[src/rtl/sram16_ctrl.sv]
module sram16_ctrl #(
  parameter int ADDR_W = 16,
  parameter int DATA_W = 16,
  parameter int WAIT_W = 4
) (
  input  logic              clk,
  input  logic              rst_n,
  input  logic              req_valid,
  output logic              req_ready,
  input  logic              req_write,
  input  logic [ADDR_W-1:0] req_addr,
  input  logic [DATA_W-1:0] req_wdata,
  input  logic [1:0]        req_mask,
  input  logic [WAIT_W-1:0] access_wait,
  output logic              rsp_valid,
  output logic [DATA_W-1:0] rsp_rdata,
  output logic [ADDR_W-1:0] ram_addr,
  output logic              ram_ce_n,
  output logic              ram_we_n,
  output logic              ram_oe_n,
  output logic              ram_ub_n,
  output logic              ram_lb_n,
  output logic [DATA_W-1:0] ram_dq_out,
  output logic              ram_dq_oe,
  input  logic [DATA_W-1:0] ram_dq_in
);
  localparam int LANE_W = DATA_W / 2;

  typedef enum logic [2:0] {
    S_IDLE, S_WSET, S_WSTB, S_WHLD, S_RSTB, S_DONE
  } state_t;

  state_t            st;
  logic [ADDR_W-1:0] addr_q;
  logic [DATA_W-1:0] wdata_q, rdata_q;
  logic [1:0]        mask_q;
  logic              wr_q;
  logic [WAIT_W-1:0] cnt;
  logic [DATA_W-1:0] lane_keep;
  logic              in_write, in_access;

  assign lane_keep = {{LANE_W{mask_q[1]}}, {LANE_W{mask_q[0]}}};
  assign in_write  = (st == S_WSET) || (st == S_WSTB) || (st == S_WHLD);
  assign in_access = in_write || (st == S_RSTB);

  always_ff @(posedge clk or negedge rst_n) begin
    if (!rst_n) begin
      st      <= S_IDLE;
      addr_q  <= '0;
      wdata_q <= '0;
      rdata_q <= '0;
      mask_q  <= '0;
      wr_q    <= 1'b0;
      cnt     <= '0;
    end else begin
      case (st)
        S_IDLE: if (req_valid) begin
          addr_q  <= req_addr;
          wdata_q <= req_wdata;
          mask_q  <= req_mask;
          wr_q    <= req_write;
          cnt     <= access_wait;
          if (req_mask == 2'b00) begin
            rdata_q <= '0;
            st      <= S_DONE;
          end else begin
            st <= req_write ? S_WSET : S_RSTB;
          end
        end
        S_WSET: st <= S_WSTB;
        S_WSTB: if (cnt == '0) st <= S_WHLD; else cnt <= cnt - 1'b1;
        S_WHLD: st <= S_IDLE;
        S_RSTB: if (cnt == '0) begin
          rdata_q <= ram_dq_in & lane_keep;
          st      <= S_DONE;
        end else begin
          cnt <= cnt - 1'b1;
        end
        S_DONE: st <= S_IDLE;
        default: st <= S_IDLE;
      endcase
    end
  end

  assign req_ready  = (st == S_IDLE);
  assign rsp_valid  = (st == S_DONE) && !wr_q;
  assign rsp_rdata  = rdata_q;
  assign ram_addr   = addr_q;
  assign ram_ce_n   = !in_access;
  assign ram_we_n   = (st != S_WSTB);
  assign ram_oe_n   = (st != S_RSTB);
  assign ram_ub_n   = !(in_access && mask_q[1]);
  assign ram_lb_n   = !(in_access && mask_q[0]);
  assign ram_dq_out = wdata_q;
  assign ram_dq_oe  = in_write;
endmodule


[config.mk]
export PLATFORM = sky130hd
export DESIGN_NAME = sram16_ctrl
export DESIGN_NICKNAME = d
export VERILOG_FILES = /design/src/rtl/sram16_ctrl.sv
export SDC_FILE = /design/constraint.sdc
export NUM_CORES = 1
export LEC_CHECK = 0
export BUFFER_PORTS_ARGS = -buffer_cell sky130_fd_sc_hd__buf_4
export CAP_MARGIN = 20
export CORE_MARGIN = 2
export CORE_UTILIZATION = 50
export DETAILED_ROUTE_END_ITERATION = 16
export GPL_TIMING_DRIVEN = 1
export PLACE_DENSITY = 0.85
export SYNTH_ARGS = -nofsm -noshare
export SYNTH_HDL_FRONTEND = slang
export SYNTH_SLANG_ARGS = --single-unit
[constraint.sdc]
create_clock -name clk -period 2.3 [get_ports clk]
set_input_delay 0.23 -clock clk [delete_from_list [all_inputs] [get_ports clk]]
set_output_delay 0.23 -clock clk [all_outputs]
set_load 0.02 [all_outputs]
# After elaboration in Yosys (flattened, before gate mapping)
# Index checks and enable logic that the tools add are counted.
[classes]
reduce_logical = 20
n_mux = 13
addsub = 1
n_bitwise = 1
n_eq_ne = 12
[ops]
columns = ["op", "count"]
rows = [
  ["2-to-1 mux 16 bit", 3],
  ["one-hot mux 16 bit (2 select lines)", 1],
  ["bitwise AND 16 bit", 1],
  ["2-to-1 mux 3 bit", 5],
  ["one-hot mux 3 bit (4 select lines)", 1],
  ["2-to-1 mux 4 bit", 2],
  ["one-hot mux 4 bit (2 select lines)", 1],
  ["equality test 3 x 2 -> 1 bit, second input constant", 2],
  ["equality test 3 bit, second input constant", 2],
  ["!= test 2 x 1 -> 1 bit, second input constant", 3],
  ["AND reduction 3 bit", 2],
  ["logical NOT 1 bit", 4],
  ["logical NOT 4 bit", 1],
  ["!= test 2 bit, second input constant", 2],
  ["AND reduction 4 bit", 1],
  ["nonzero test 2 bit", 2],
  ["subtractor 4 x 1 -> 4 bit, second input constant", 1],
  ["equality test 3 x 1 -> 1 bit, second input constant", 1],
  ["logical AND 1 bit", 3],
  ["logical NOT 3 bit", 1],
  ["logical OR 1 bit", 3],
  ["!= test 3 x 2 -> 1 bit, second input constant", 1],
  ["!= test 3 bit, second input constant", 1],
  ["logical NOT 2 bit", 1],
  ["2 further kinds", 2],
]
[totals]
register_bits = 58
inputBits = 58
elab_cells = 54

# Longest topological paths before layout
# Gate-level depths: netlist (run 1).
[logic_depth]
word_depth = 6
mapped_depth = 7
mapped_depth_nobuf = 6

# Worst setup path after synthesis (run 1)
# Ideal clock, no wire load.
[synth_timing]
path_kind = "reg-to-output"
startpoint = "register st[2]"
endpoint = "output rsp_valid"
path_stages_with_launch = 4
t_arrival_ps = 1320
required_time_ps = 2070
slack_ps = 750
cell_sequence = "dfrtp_1 buf_4 inv_2 nor4b_1"
[synth_between]
elab_chain_len = 2
[synth_rtl]
columns = ["element", "line_no", "rtl"]
rows = [
  ["start: declaration", "33", "state_t st;"],
  ["start signal: assignment", "67", "st <= req_write ? S_WSET : S_RSTB;"],
  ["equality test 3 bit", "86", "assign rsp_valid = (st == S_DONE) && !wr_q;"],
  ["logical AND 1 bit", "86", ""],
  ["end: declaration", "15", "output logic rsp_valid,"],
]
# Every way passes these cells.

# Final worst setup path (run 1)
# Same ends and word-level chain as after synthesis.

==> metrics.txt, run 1 <==
status finished clean; Die ar. 5530 um^2; post-route ant nets 0; Worst Hold Class in2reg; worst reg2reg endpoint ram_dq_out[6]; worst hold start req_wdata[11]; top-count cell post-synth nand2_1; reg2reg start st[0]; Synth Instances 280; switching share of total power 39.7%; syn nets 339; Worst Setup Path Type reg2out; top_reg_cell synth dfrtp_1; Sum Neg Setup Slack 0 ns; post-detail-place hpwl 4.32 mm; Yosys Warn Count 0; TritonCTS clock tree done; post-synthesis register bit count 58; clock skew 0.00656 ns; Core Util, Final 75.4%; Slew Limit Fails 0; final period utilization 78.2%; crit path max fanout 12; FP Rows 25; htree depth 3; post-cts sizing count 0; register area 1450 um^2; Starting Density 52.0%; drt total wl 5.98 mm; P&R area growth vs syn 44.9%; Pleak 1.89 nW; area share of the largest cell type after synthesis 58.7%; I/O pin count 114; r2r setup slk 0.66 ns; Startpoint Class register; vias per cell 4.87; sequential area share after synthesis 58.7%; Layout Cells excl Fill 464; crit path launch st[2]; Worst Tran Pin Value 0.697 ns; worst vdd ir 0.895 mV; CP Capture Type primary output; Die X 74.3 um; synth unique cells 30; wire per inst 12.9 um; placed inst area 3340 um^2; top cells by area, synth dfrtp_1 59%, nand2_1 22%, o21ai_1 3.2%, buf_2 1.6%, buf_4 1.2%; largest net degree at the start of global routing 59; total track usage 22.8%; number of cells on the worst hold path 3; max_slew headroom 53.5%; routability cong. 0.824; Congestion Overflow GR 0; first-pass GRT wire length 9.45 mm; filler cell count 375; mapped cell area 2470 um^2; PwrDens 1410 nW/um^2; Cells after DPL 447; Clk Latency, worst-skew pair 0.32 ns; CTS root buf clkbuf_8; I/O Buffers 113; Logic pwr share 45.2%; Internal Power 3.05 mW; critical path required time 2.07 ns; initial antenna violation count 0; Clock power frac 20.4%; multi-input logic area 915 um^2; Final setup viols 0; 1st-pass router iterations 4; initial DRC count 90; clk sinks 58; R2R cell count 5; P_sw 2.01 mW; nets 452; RSZ-0062 raised after global routing false; Hold Path Sink ram_dq_out[11]; vias in the first global route 2,157; Worst Path Arrival 1.57 ns; core area 4750 um^2; Synth top cells by count 143 x nand2_1, 58 x dfrtp_1, 16 x o21ai_1; sequential share of power 34.4%; final hold violations 0; f_max 556 MHz; share of post-route cells with drive strength above 1 34.3%; Worst-path clk slew 0.06 ns; Period minus WS final 1.80 ns; n_diodes 0; Residual DRC 0; cell area after layout 3580 um^2; Post-synth EDFFs 0; Max Cap Viol 0; Yosys top cell by area dfrtp_1; TritonCTS buffer count 9; CTS max path bufs 2; DR vias 2,259; Die Height 74.3 um; Mean Syn Cell Area 8.83 um^2; Async SR Flop Fraction 100%; hold_ws 0.0917 ns
[layer usage]
layer | share of wire (%) | global-route usage [%] | up-vias | wire length (um)
met2 | 47 | 35.7 | 108 | 2800
met3 | 8.7 | 7.86 | 10 | 521
met5 | 0 | 0 | - | 0
met4 | 1.6 | 8.93 | 0 | 93
met1 | 43 | 29.4 | 1029 | 2570
li1 | - | - | 1112 | -
[logic make-up (layout without fill, tap and decap cells)]
group | after synthesis | in the layout | share of synthesized area (%)
adder cells (fa/ha/maj) | 1 | 1 | 0.506
buffers and inverters | 21 | 138 | 4.50
flip-flops | 58 | 58 | 58.7
AND/OR/NAND/NOR | 166 | 166 | 28.1
AO/OA/AOI/OAI | 31 | 31 | 7.13
XOR/XNOR | 3 | 3 | 1.06
[critical path, stage by stage, from the launching register on]
cell and delay [ns]:
dfrtp_1 0.58, inv_2 0.13, nor4b_1 0.34, buf_4 0.21
[cell usage in the layout, fill, tap and decap left out, drive strengths merged, types with 2 or more instances in the layout]
cell / synthesis / layout
nor4b: 2 / 2
bufinv: 0 / 2
and3: 3 / 3
clkbuf: 3 / 13
nand2: 143 / 143
xnor2: 3 / 3
nor2: 6 / 6
nor3: 6 / 6
o22ai: 3 / 3
dfrtp: 58 / 58
o21ai: 19 / 19
buf: 13 / 117
a21oi: 3 / 3
or2: 2 / 2
a211oi: 3 / 3
inv: 5 / 5
[through the flow]
| stage | power, mW | setup WS (ns) |
|---|---|---|
| after floorplan | 3.13 | 0.750 |
| after global placement | 3.98 | 0.312 |
| after detailed placement | 4.06 | 0.241 |
| after CTS | 5.10 | 0.241 |
| after global routing | 5.41 | 0.366 |
| final | 5.06 | 0.500 |
[flip-flops by register name (all words and copies together), names as in the netlist]
register / flops
st: 3
wr_q: 1
ram_dq_out: 16
ram_addr: 16
rsp_rdata: 16
mask_q: 2
cnt: 4
[power by group through the flow]
stage / registers (mW) / clock network, mW / logic [mW]
global route: 1.80 / 1.10 / 2.51
detailed placement: 1.75 / 0 / 2.30
CTS: 1.74 / 1.05 / 2.30
finish: 1.74 / 1.03 / 2.29
global placement: 1.74 / 0 / 2.24
floorplan: 2.05 / 0 / 1.07
[worst max path at each step]
stage	to	slack, ns	cells past startpoint
2_1_floorplan	rsp_valid	0.75	3
3_3_place_gp	rsp_rdata[1]	0.31	5
3_5_place_dp	rsp_rdata[0]	0.24	5
4_1_cts	rsp_rdata[1]	0.24	5
5_1_grt	ram_lb_n	0.37	4
6_report	rsp_valid	0.50	3
[repair_timing]
action / CTS / global route
endpoints found under the hold margin: 58 / 0
hold buffers: 1 / 0
buffers inserted: 0 / 0
[layout make-up]
cell class,instances,share of cell area [%]
well taps,67,2.34
repair buffers,118,25.0
multi-input cells,201,25.5
clock buffers,13,4.43
clock inverters,2,1.68
flip-flops and latches,58,40.5
inverters,5,0.524
Power figures use the tool's default switching activity.
==> run 2: changes to the inputs <==
--- a/config.mk
+++ b/config.mk
@@ -5,13 +5,14 @@
 export SDC_FILE = /design/constraint.sdc
 export NUM_CORES = 1
 export LEC_CHECK = 0
+export ABC_AREA = 1
 export BUFFER_PORTS_ARGS = -buffer_cell sky130_fd_sc_hd__buf_4
 export CAP_MARGIN = 20
 export CORE_MARGIN = 2
-export CORE_UTILIZATION = 50
+export CORE_UTILIZATION = 47
 export DETAILED_ROUTE_END_ITERATION = 16
 export GPL_TIMING_DRIVEN = 1
-export PLACE_DENSITY = 0.85
+export PLACE_DENSITY = 0.8
 export SYNTH_ARGS = -nofsm -noshare
 export SYNTH_HDL_FRONTEND = slang
 export SYNTH_SLANG_ARGS = --single-unit
==> constraint.sdc (replaced) <==
create_clock -name clk -period 1.82 [get_ports clk]
set_input_delay 0.182 -clock clk [delete_from_list [all_inputs] [get_ports clk]]
set_output_delay 0.182 -clock clk [all_outputs]
set_load 0.02 [all_outputs]
==> run 2 against run 1 <==
Effect of this change: final cell count up 12%; synthesized cell count increased by 17%; non-clock buffer count is the same; power rose by 37%; wire length up 5.3%; register-to-register slack worse by 0.51 ns; clock-buffer cell count fell by 3; core utilization down 6.7 points; sequential power rose by 30%; first-iteration DRC count up 68%; worst setup slack worse by 0.37 ns; critical path type unchanged; critical endpoint is now ram_ub_n.
==> metrics.txt, run 2 <==
Die ar. 6120 um^2 (was 5530 um^2); setup bufs post-CTS 0 (unchanged); critical path required time 1.64 ns (was 2.07 ns); final worst slack 0.134 ns (was 0.500 ns); Period minus WS final 1.69 ns; nets 502 (was 452); Clock power frac 18.6% (was 20.4%); largest net degree at the start of global routing 59 (unchanged); routability cong. 0.856 (was 0.824); area share of the largest cell type after synthesis 56.1% (was 58.7%); crit-path max cell delay 0.41 ns (was 0.58 ns); post-detail-place hpwl 4.45 mm (was 4.32 mm); I/O pin count 114 (unchanged); CTS root buf clkbuf_8 (unchanged); worst hold start req_addr[7] (was req_wdata[11]); Synth top cells by count 173 x nand2_1, 58 x dfrtp_1, 22 x nand3_1, 22 x nor2_1, 14 x inv_1 (was 143 x nand2_1, 58 x dfrtp_1, 16 x o21ai_1); wire per inst 12.1 um (was 12.9 um); top-count cell post-synth nand2_1 (unchanged); initial antenna violation count 0 (unchanged); placed inst area 3480 um^2 (was 3340 um^2); final period utilization 92.6%; Die X 78.2 um (was 74.3 um); f_max 593 MHz; worst vdd ir 1.22 mV (was 0.895 mV); P&R area growth vs syn 43.4% (was 44.9%); vias in the first global route 2,414 (was 2,157); post-synthesis register bit count 58 (unchanged); TritonCTS clock tree done (unchanged); TritonCTS buffer count 9 (unchanged); first-pass GRT wire length 10.7 mm (was 9.45 mm); 1st-pass router iterations 4 (unchanged); CP most frequent cell inv_1; Internal Power 3.95 mW (was 3.05 mW); cell area after layout 3710 um^2 (was 3580 um^2); Slew Limit Fails 0 (unchanged); Logic pwr share 48.7% (was 45.2%); Startpoint Class register (unchanged); max_slew headroom 52.2% (was 53.5%); PwrDens 1870 nW/um^2 (was 1410 nW/um^2); Final setup viols 0 (unchanged); Clk Latency, worst-skew pair 0.33 ns (was 0.32 ns); clock skew 0.00765 ns (was 0.00656 ns); DR vias 2,480 (was 2,259); mapped cell area 2590 um^2 (was 2470 um^2); Congestion Overflow GR 0 (unchanged); core area 5410 um^2 (was 4750 um^2); CTS max path bufs 2 (unchanged); critical path's slowest cell dfrtp_1 (unchanged); switching share of total power 43.0% (was 39.7%); worst reg2reg endpoint rsp_rdata[0] (was ram_dq_out[6]); Hold Path Sink ram_addr[7] (was ram_dq_out[11]); CP Depth 7 (was 3); most frequent cells in the layout 172 x nand2_1, 117 x buf_4, 58 x dfrtp_1 (was 143 x nand2_1, 116 x buf_4, 58 x dfrtp_1); pre-CTS setup slack 0.178 ns (was 0.241 ns); Worst Hold Class in2reg (unchanged); most common cell after layout, fill and taps aside nand2_1 (unchanged); Cells after DPL 503 (was 447); Worst Path Arrival 1.50 ns (was 1.57 ns); I/O Buffers 113 (unchanged); Yosys Warn Count 0 (unchanged); Residual DRC 0 (unchanged); top cells by area, synth dfrtp_1 56%, nand2_1 25%, nand3_1 4.3%, nor2_1 3.2%, inv_1 2.0% (was dfrtp_1 59%, nand2_1 22%, o21ai_1 3.2%, buf_2 1.6%, buf_4 1.2%); Die Height 78.2 um (was 74.3 um); vias per cell 4.77 (was 4.87); Pleak 2.12 nW (was 1.89 nW); final hold violations 0 (unchanged); synth unique cells 21 (was 30); P_sw 2.98 mW (was 2.01 mW); top_reg_cell synth dfrtp_1 (unchanged); drt total wl 6.30 mm (was 5.98 mm); Starting Density 47.9% (was 52.0%); share of post-route cells with drive strength above 1 32.4% (was 34.3%); Worst-path clk slew 0.07 ns (was 0.06 ns); Max Cap Viol 0 (unchanged); reg2reg start st[2] (was st[0]); CP top delay family simple AND/OR/NAND/NOR gates (was flip-flops); Mean Syn Cell Area 7.89 um^2 (was 8.83 um^2); initial DRC count 151 (was 90); sequential share of power 32.7% (was 34.4%); total track usage 22.1% (was 22.8%); Post-synth EDFFs 0 (unchanged); RSZ-0062 raised after global routing true (was false); Yosys top cell by area dfrtp_1 (unchanged); number of cells on the worst hold path 3 (unchanged); FP Rows 27 (was 25); Worst Tran Pin Value 0.717 ns (was 0.697 ns); syn nets 387 (was 339); Layout Cells excl Fill 520 (was 464); post-route ant nets 0 (unchanged); WP buf/inv 3 (was 2); CP Capture Type primary output (unchanged); r2r setup slk 0.15 ns (was 0.66 ns); sequential area share after synthesis 56.1% (was 58.7%); R2R cell count 7 (was 5); crit-path cells nor2_4 -> nand2_2 -> inv_1 -> nor2_1 -> inv_1 -> nand2_1 -> buf_4 (was inv_2 -> nor4b_1 -> buf_4); clk sinks 58 (unchanged); htree depth 3 (unchanged); Worst Setup Path Type reg2out (unchanged); crit path max fanout 10 (was 12); Async SR Flop Fraction 100% (unchanged); status finished clean (unchanged); n_diodes 0 (unchanged); Synth Instances 328 (was 280); Power Total 6.93 mW (was 5.06 mW)
==> run 2: cell types whose count changed after synthesis, sizes merged, moves of 5 or more <==
cell	previous run	this run
nand2	143	176
nor2	6	26
nor3	6	1
nand3	1	23
inv	5	16
o21ai	19	8
==> run 2: worst max path at each step <==
stage	from	to	slack, ns
6_report	st[0]	ram_ub_n	0.13
3_5_place_dp	st[1]	rsp_rdata[14]	0.18
3_3_place_gp	st[0]	rsp_rdata[4]	0.26
5_1_grt	st[2]	rsp_rdata[3]	-0.01
4_1_cts	st[0]	ram_lb_n	0.03
2_1_floorplan	st[0]	ram_lb_n	0.36
==> run 2: layout make-up <==
class / count / area (um^2)
clock buffer: 10 / 138
clock inverter: 6 / 80.1
fill: 452 / 1690
inverter: 16 / 60.1
multi-input combinational: 240 / 1000
sequential: 58 / 1450
tap: 72 / 90.1
timing repair buffer: 118 / 888
==> run 2: through the flow <==
step           utilization [%]  hold slack (ns)  setup TNS (ns)
6_report                  68.7           0.0485               0
3_5_place_dp              64.4            0.288               0
5_1_grt                   68.7           0.0383         -0.0140
3_3_place_gp              64.4            0.283               0
4_1_cts                   68.6           0.0356               0
2_1_floorplan                -           -0.114               0
==> run 2: routing by layer <==
| metal | vias to the layer above | global-route usage [%] | part of all wire, % |
|---|---|---|---|
| met5 | - | 0 | 0 |
| met4 | 0 | 9.47 | 1.5 |
| met3 | 8 | 6.21 | 8.7 |
| met2 | 108 | 34.7 | 45 |
| met1 | 1132 | 28.8 | 44 |
| li1 | 1232 | - | - |
==> run 2: cells by family (layout without fill, tap and decap cells) <==
kind of cell               after synthesis  after routing  share of synthesized area [%]
adders and majority gates                1              1                          0.483
AOI/OAI and AO/OA                        9              9                           1.74
buffers and inverters                   30            150                           5.22
and+or+nand+nor                        230            230                           36.5
DFF                                     58             58                           56.1
==> run 2: power groups by stage <==
stage / sequential [mW] / combinational, mW / clock, mW
after CTS: 2.26 / 3.40 / 1.32
after global placement: 2.26 / 3.30 / 0
after floorplan: 2.75 / 1.57 / 0
after detailed placement: 2.27 / 3.40 / 0
after global routing: 2.34 / 3.74 / 1.38
final: 2.26 / 3.38 / 1.29
==> run 2: tightest hold or removal path: cells and delay by family <==
| family | cells | cell delay (ns) |
|---|---|---|
| simple gates | 2 | 0.09 |
| buf+inv | 1 | 0.07 |
==> run 2: timing repair <==
action	4_1_cts	5_1_grt
gates resized for setup	0	1
endpoints found under the setup margin	0	2
hold buffers	1	0
hold endpoints to repair	58	0
==> run 3: changes to the inputs <==
--- a/config.mk
+++ b/config.mk
@@ -10,6 +10,7 @@
 export CAP_MARGIN = 20
 export CORE_MARGIN = 2
 export CORE_UTILIZATION = 47
+export CTS_BUF_LIST = sky130_fd_sc_hd__clkbuf_16
 export DETAILED_ROUTE_END_ITERATION = 16
 export GPL_TIMING_DRIVEN = 1
 export PLACE_DENSITY = 0.8
==> run 3 against run 2 <==
Effect of this change: flip-flop and latch count stayed put; largest power group unchanged; first-iteration DRC count shrank 25%; critical path type unchanged; wire length increased by 2.6%.
==> metrics.txt, run 3 (synthesis results as in run 2) <==
I/O pin count 114 (unchanged); P&R area growth vs syn 47.1% (was 43.4%); Die X 78.2 um (unchanged); worst vdd ir 1.14 mV (was 1.22 mV); met2 usage 36.0% (was 34.7%); most frequent cells in the layout 172 x nand2_1, 117 x buf_4, 58 x dfrtp_1 (unchanged); Slew Limit Fails 0 (unchanged); Worst-path clk slew 0.05 ns (was 0.07 ns); setup bufs post-CTS 0 (unchanged); Worst Tran Pin Value 0.723 ns (was 0.717 ns); FP Rows 27 (unchanged); post-route ant nets 0 (unchanged); vias per cell 4.74 (was 4.77); clock skew 0.00468 ns (was 0.00765 ns); r2r setup slk 0.23 ns (was 0.15 ns); Residual DRC 0 (unchanged); final period utilization 91.3% (was 92.6%); 1st-pass router iterations 5 (was 4); Period minus WS final 1.66 ns (was 1.69 ns); clk sinks 58 (unchanged); routability cong. 0.856 (unchanged); initial antenna violation count 0 (unchanged); wire per inst 12.4 um (was 12.1 um); critical path's slowest cell dfrtp_1 (unchanged); crit path max fanout 10 (unchanged); Congestion Overflow GR 0 (unchanged); filler cell count 436 (was 452); vias in the first global route 2,445 (was 2,414); post-detail-place hpwl 4.45 mm (unchanged); Clk Latency, worst-skew pair 0.32 ns (was 0.33 ns); first-pass GRT wire length 10.8 mm (was 10.7 mm); Startpoint Class register (unchanged); number of cells on the worst hold path 3 (unchanged); max_slew headroom 51.8% (was 52.2%); Die ar. 6120 um^2 (unchanged); R2R cell count 7 (unchanged); Starting Density 47.9% (unchanged); RSZ-0062 raised after global routing false (was true); total track usage 22.6% (was 22.1%); DR vias 2,463 (was 2,480); CP most frequent cell inv_1 (unchanged); core area 5410 um^2 (unchanged); Cells after DPL 503 (unchanged); Die Height 78.2 um (unchanged); crit-path max cell delay 0.40 ns (was 0.41 ns); layer with the highest usage met2 (unchanged); TritonCTS buffer count 9 (unchanged); PwrDens 1940 nW/um^2 (was 1870 nW/um^2); Layout Cells excl Fill 520 (unchanged); largest net degree at the start of global routing 59 (unchanged); final hold violations 0 (unchanged); Max Cap Viol 0 (unchanged); Worst Hold Class in2reg (unchanged); htree depth 3 (unchanged); Global Route met3 Usage 6.32% (was 6.21%); nets 502 (unchanged); drt total wl 6.46 mm (was 6.30 mm); share of post-route cells with drive strength above 1 32.1% (was 32.4%); Sum Neg Setup Slack 0 ns (unchanged); initial DRC count 113 (was 151); CTS root buf clkbuf_16 (was clkbuf_8); Pleak 2.16 nW (was 2.12 nW); n_diodes 0 (unchanged); I/O Buffers 113 (unchanged); critical path required time 1.64 ns (about the same); Final setup viols 0 (unchanged); f_max 602 MHz (was 593 MHz); TritonCTS clock tree done (unchanged); status finished clean (unchanged); Worst Setup Path Type reg2out (unchanged); Worst Path Arrival 1.48 ns (was 1.50 ns); most common cell after layout, fill and taps aside nand2_1 (unchanged); met1 Usage GRT 28.6% (was 28.8%); crit-path cells nor2_4 -> nand2_2 -> inv_1 -> nor2_1 -> inv_1 -> nand2_1 -> buf_4 (unchanged); CTS max path bufs 2 (unchanged); CP Capture Type primary output (unchanged)
[run 3: changes by cell type in the layout (fill, tap and decap cells not counted)]
| cell | previous run | this run |
|---|---|---|
| clkinv_1 | 0 | 1 |
| clkbuf_8 | 10 | 0 |
| clkbuf_16 | 0 | 9 |
| nand2_4 | 0 | 1 |
| nand2_2 | 4 | 3 |
[run 3: worst paths after layout]
check	endpoint	start
worst min register to register	ram_dq_out[2]	ram_dq_out[2]
max in group asynchronous	cnt[0]	rst_n
worst min-delay path	ram_dq_out[12]	req_wdata[12]
min in group asynchronous	rsp_rdata[2]	rst_n
worst max-delay path	ram_lb_n	st[0]
worst max register to register	rsp_rdata[0]	st[2]
[run 3: repair_timing]
| item | CTS | global route |
|---|---|---|
| hold endpoints to repair | 58 | 0 |
| endpoints found under the setup margin | 0 | 2 |
| resized for setup | 0 | 2 |
| hold buffers | 1 | 0 |
[run 3: critical path: cells and delay by family (launching register included)]
kind	cells	cell delay, ns
buffers and inverters	3	0.35
AND/OR/NAND/NOR	4	0.42
flip-flops	1	0.40
[run 3: metrics by stage]
stage | power (mW) | area, um^2 | util [%] | setup slack [ns] | hold WS, ns
floorplan | 4.32 | 2590 | - | 0.365 | -0.114
global placement | 5.56 | 3480 | 64.4 | 0.256 | 0.283
detailed placement | 5.67 | 3480 | 64.4 | 0.178 | 0.288
CTS | 7.44 | 3800 | 70.3 | 0.0426 | 0.0519
global route | 7.92 | 3810 | 70.5 | 0.0293 | 0.0580
finish | 7.40 | 3810 | 70.5 | 0.158 | 0.0651
[run 3: area by class of cell]
| type | count | area [um^2] | area share [%] |
|---|---|---|---|
| repair buffers | 118 | 888 | 23.3 |
| multi-input cells | 240 | 1010 | 26.5 |
| inverters | 16 | 60.1 | 1.58 |
| clock buffers | 9 | 225 | 5.91 |
| clock inverters | 7 | 83.8 | 2.20 |
| flip-flops and latches | 58 | 1450 | 38.1 |
| well taps | 72 | 90.1 | 2.37 |
[run 3: routing by layer]
layer / vias to the layer above / wire, um / share of wire (%)
met1: 1121 / 2820 / 44
li1: 1237 / - / -
met4: 0 / 62 / 0.96
met3: 6 / 483 / 7.5
met2: 99 / 3100 / 48
met5: - / 0 / 0
[run 3: where the power goes]
| part | total, mW | switching [mW] | internal, mW | leakage, nW |
|---|---|---|---|---|
| Combinational | 3.40 | 2.11 | 1.29 | 1.26 |
| Clock | 1.73 | 0.548 | 1.18 | 0.156 |
| Sequential | 2.27 | 0.398 | 1.87 | 0.742 |
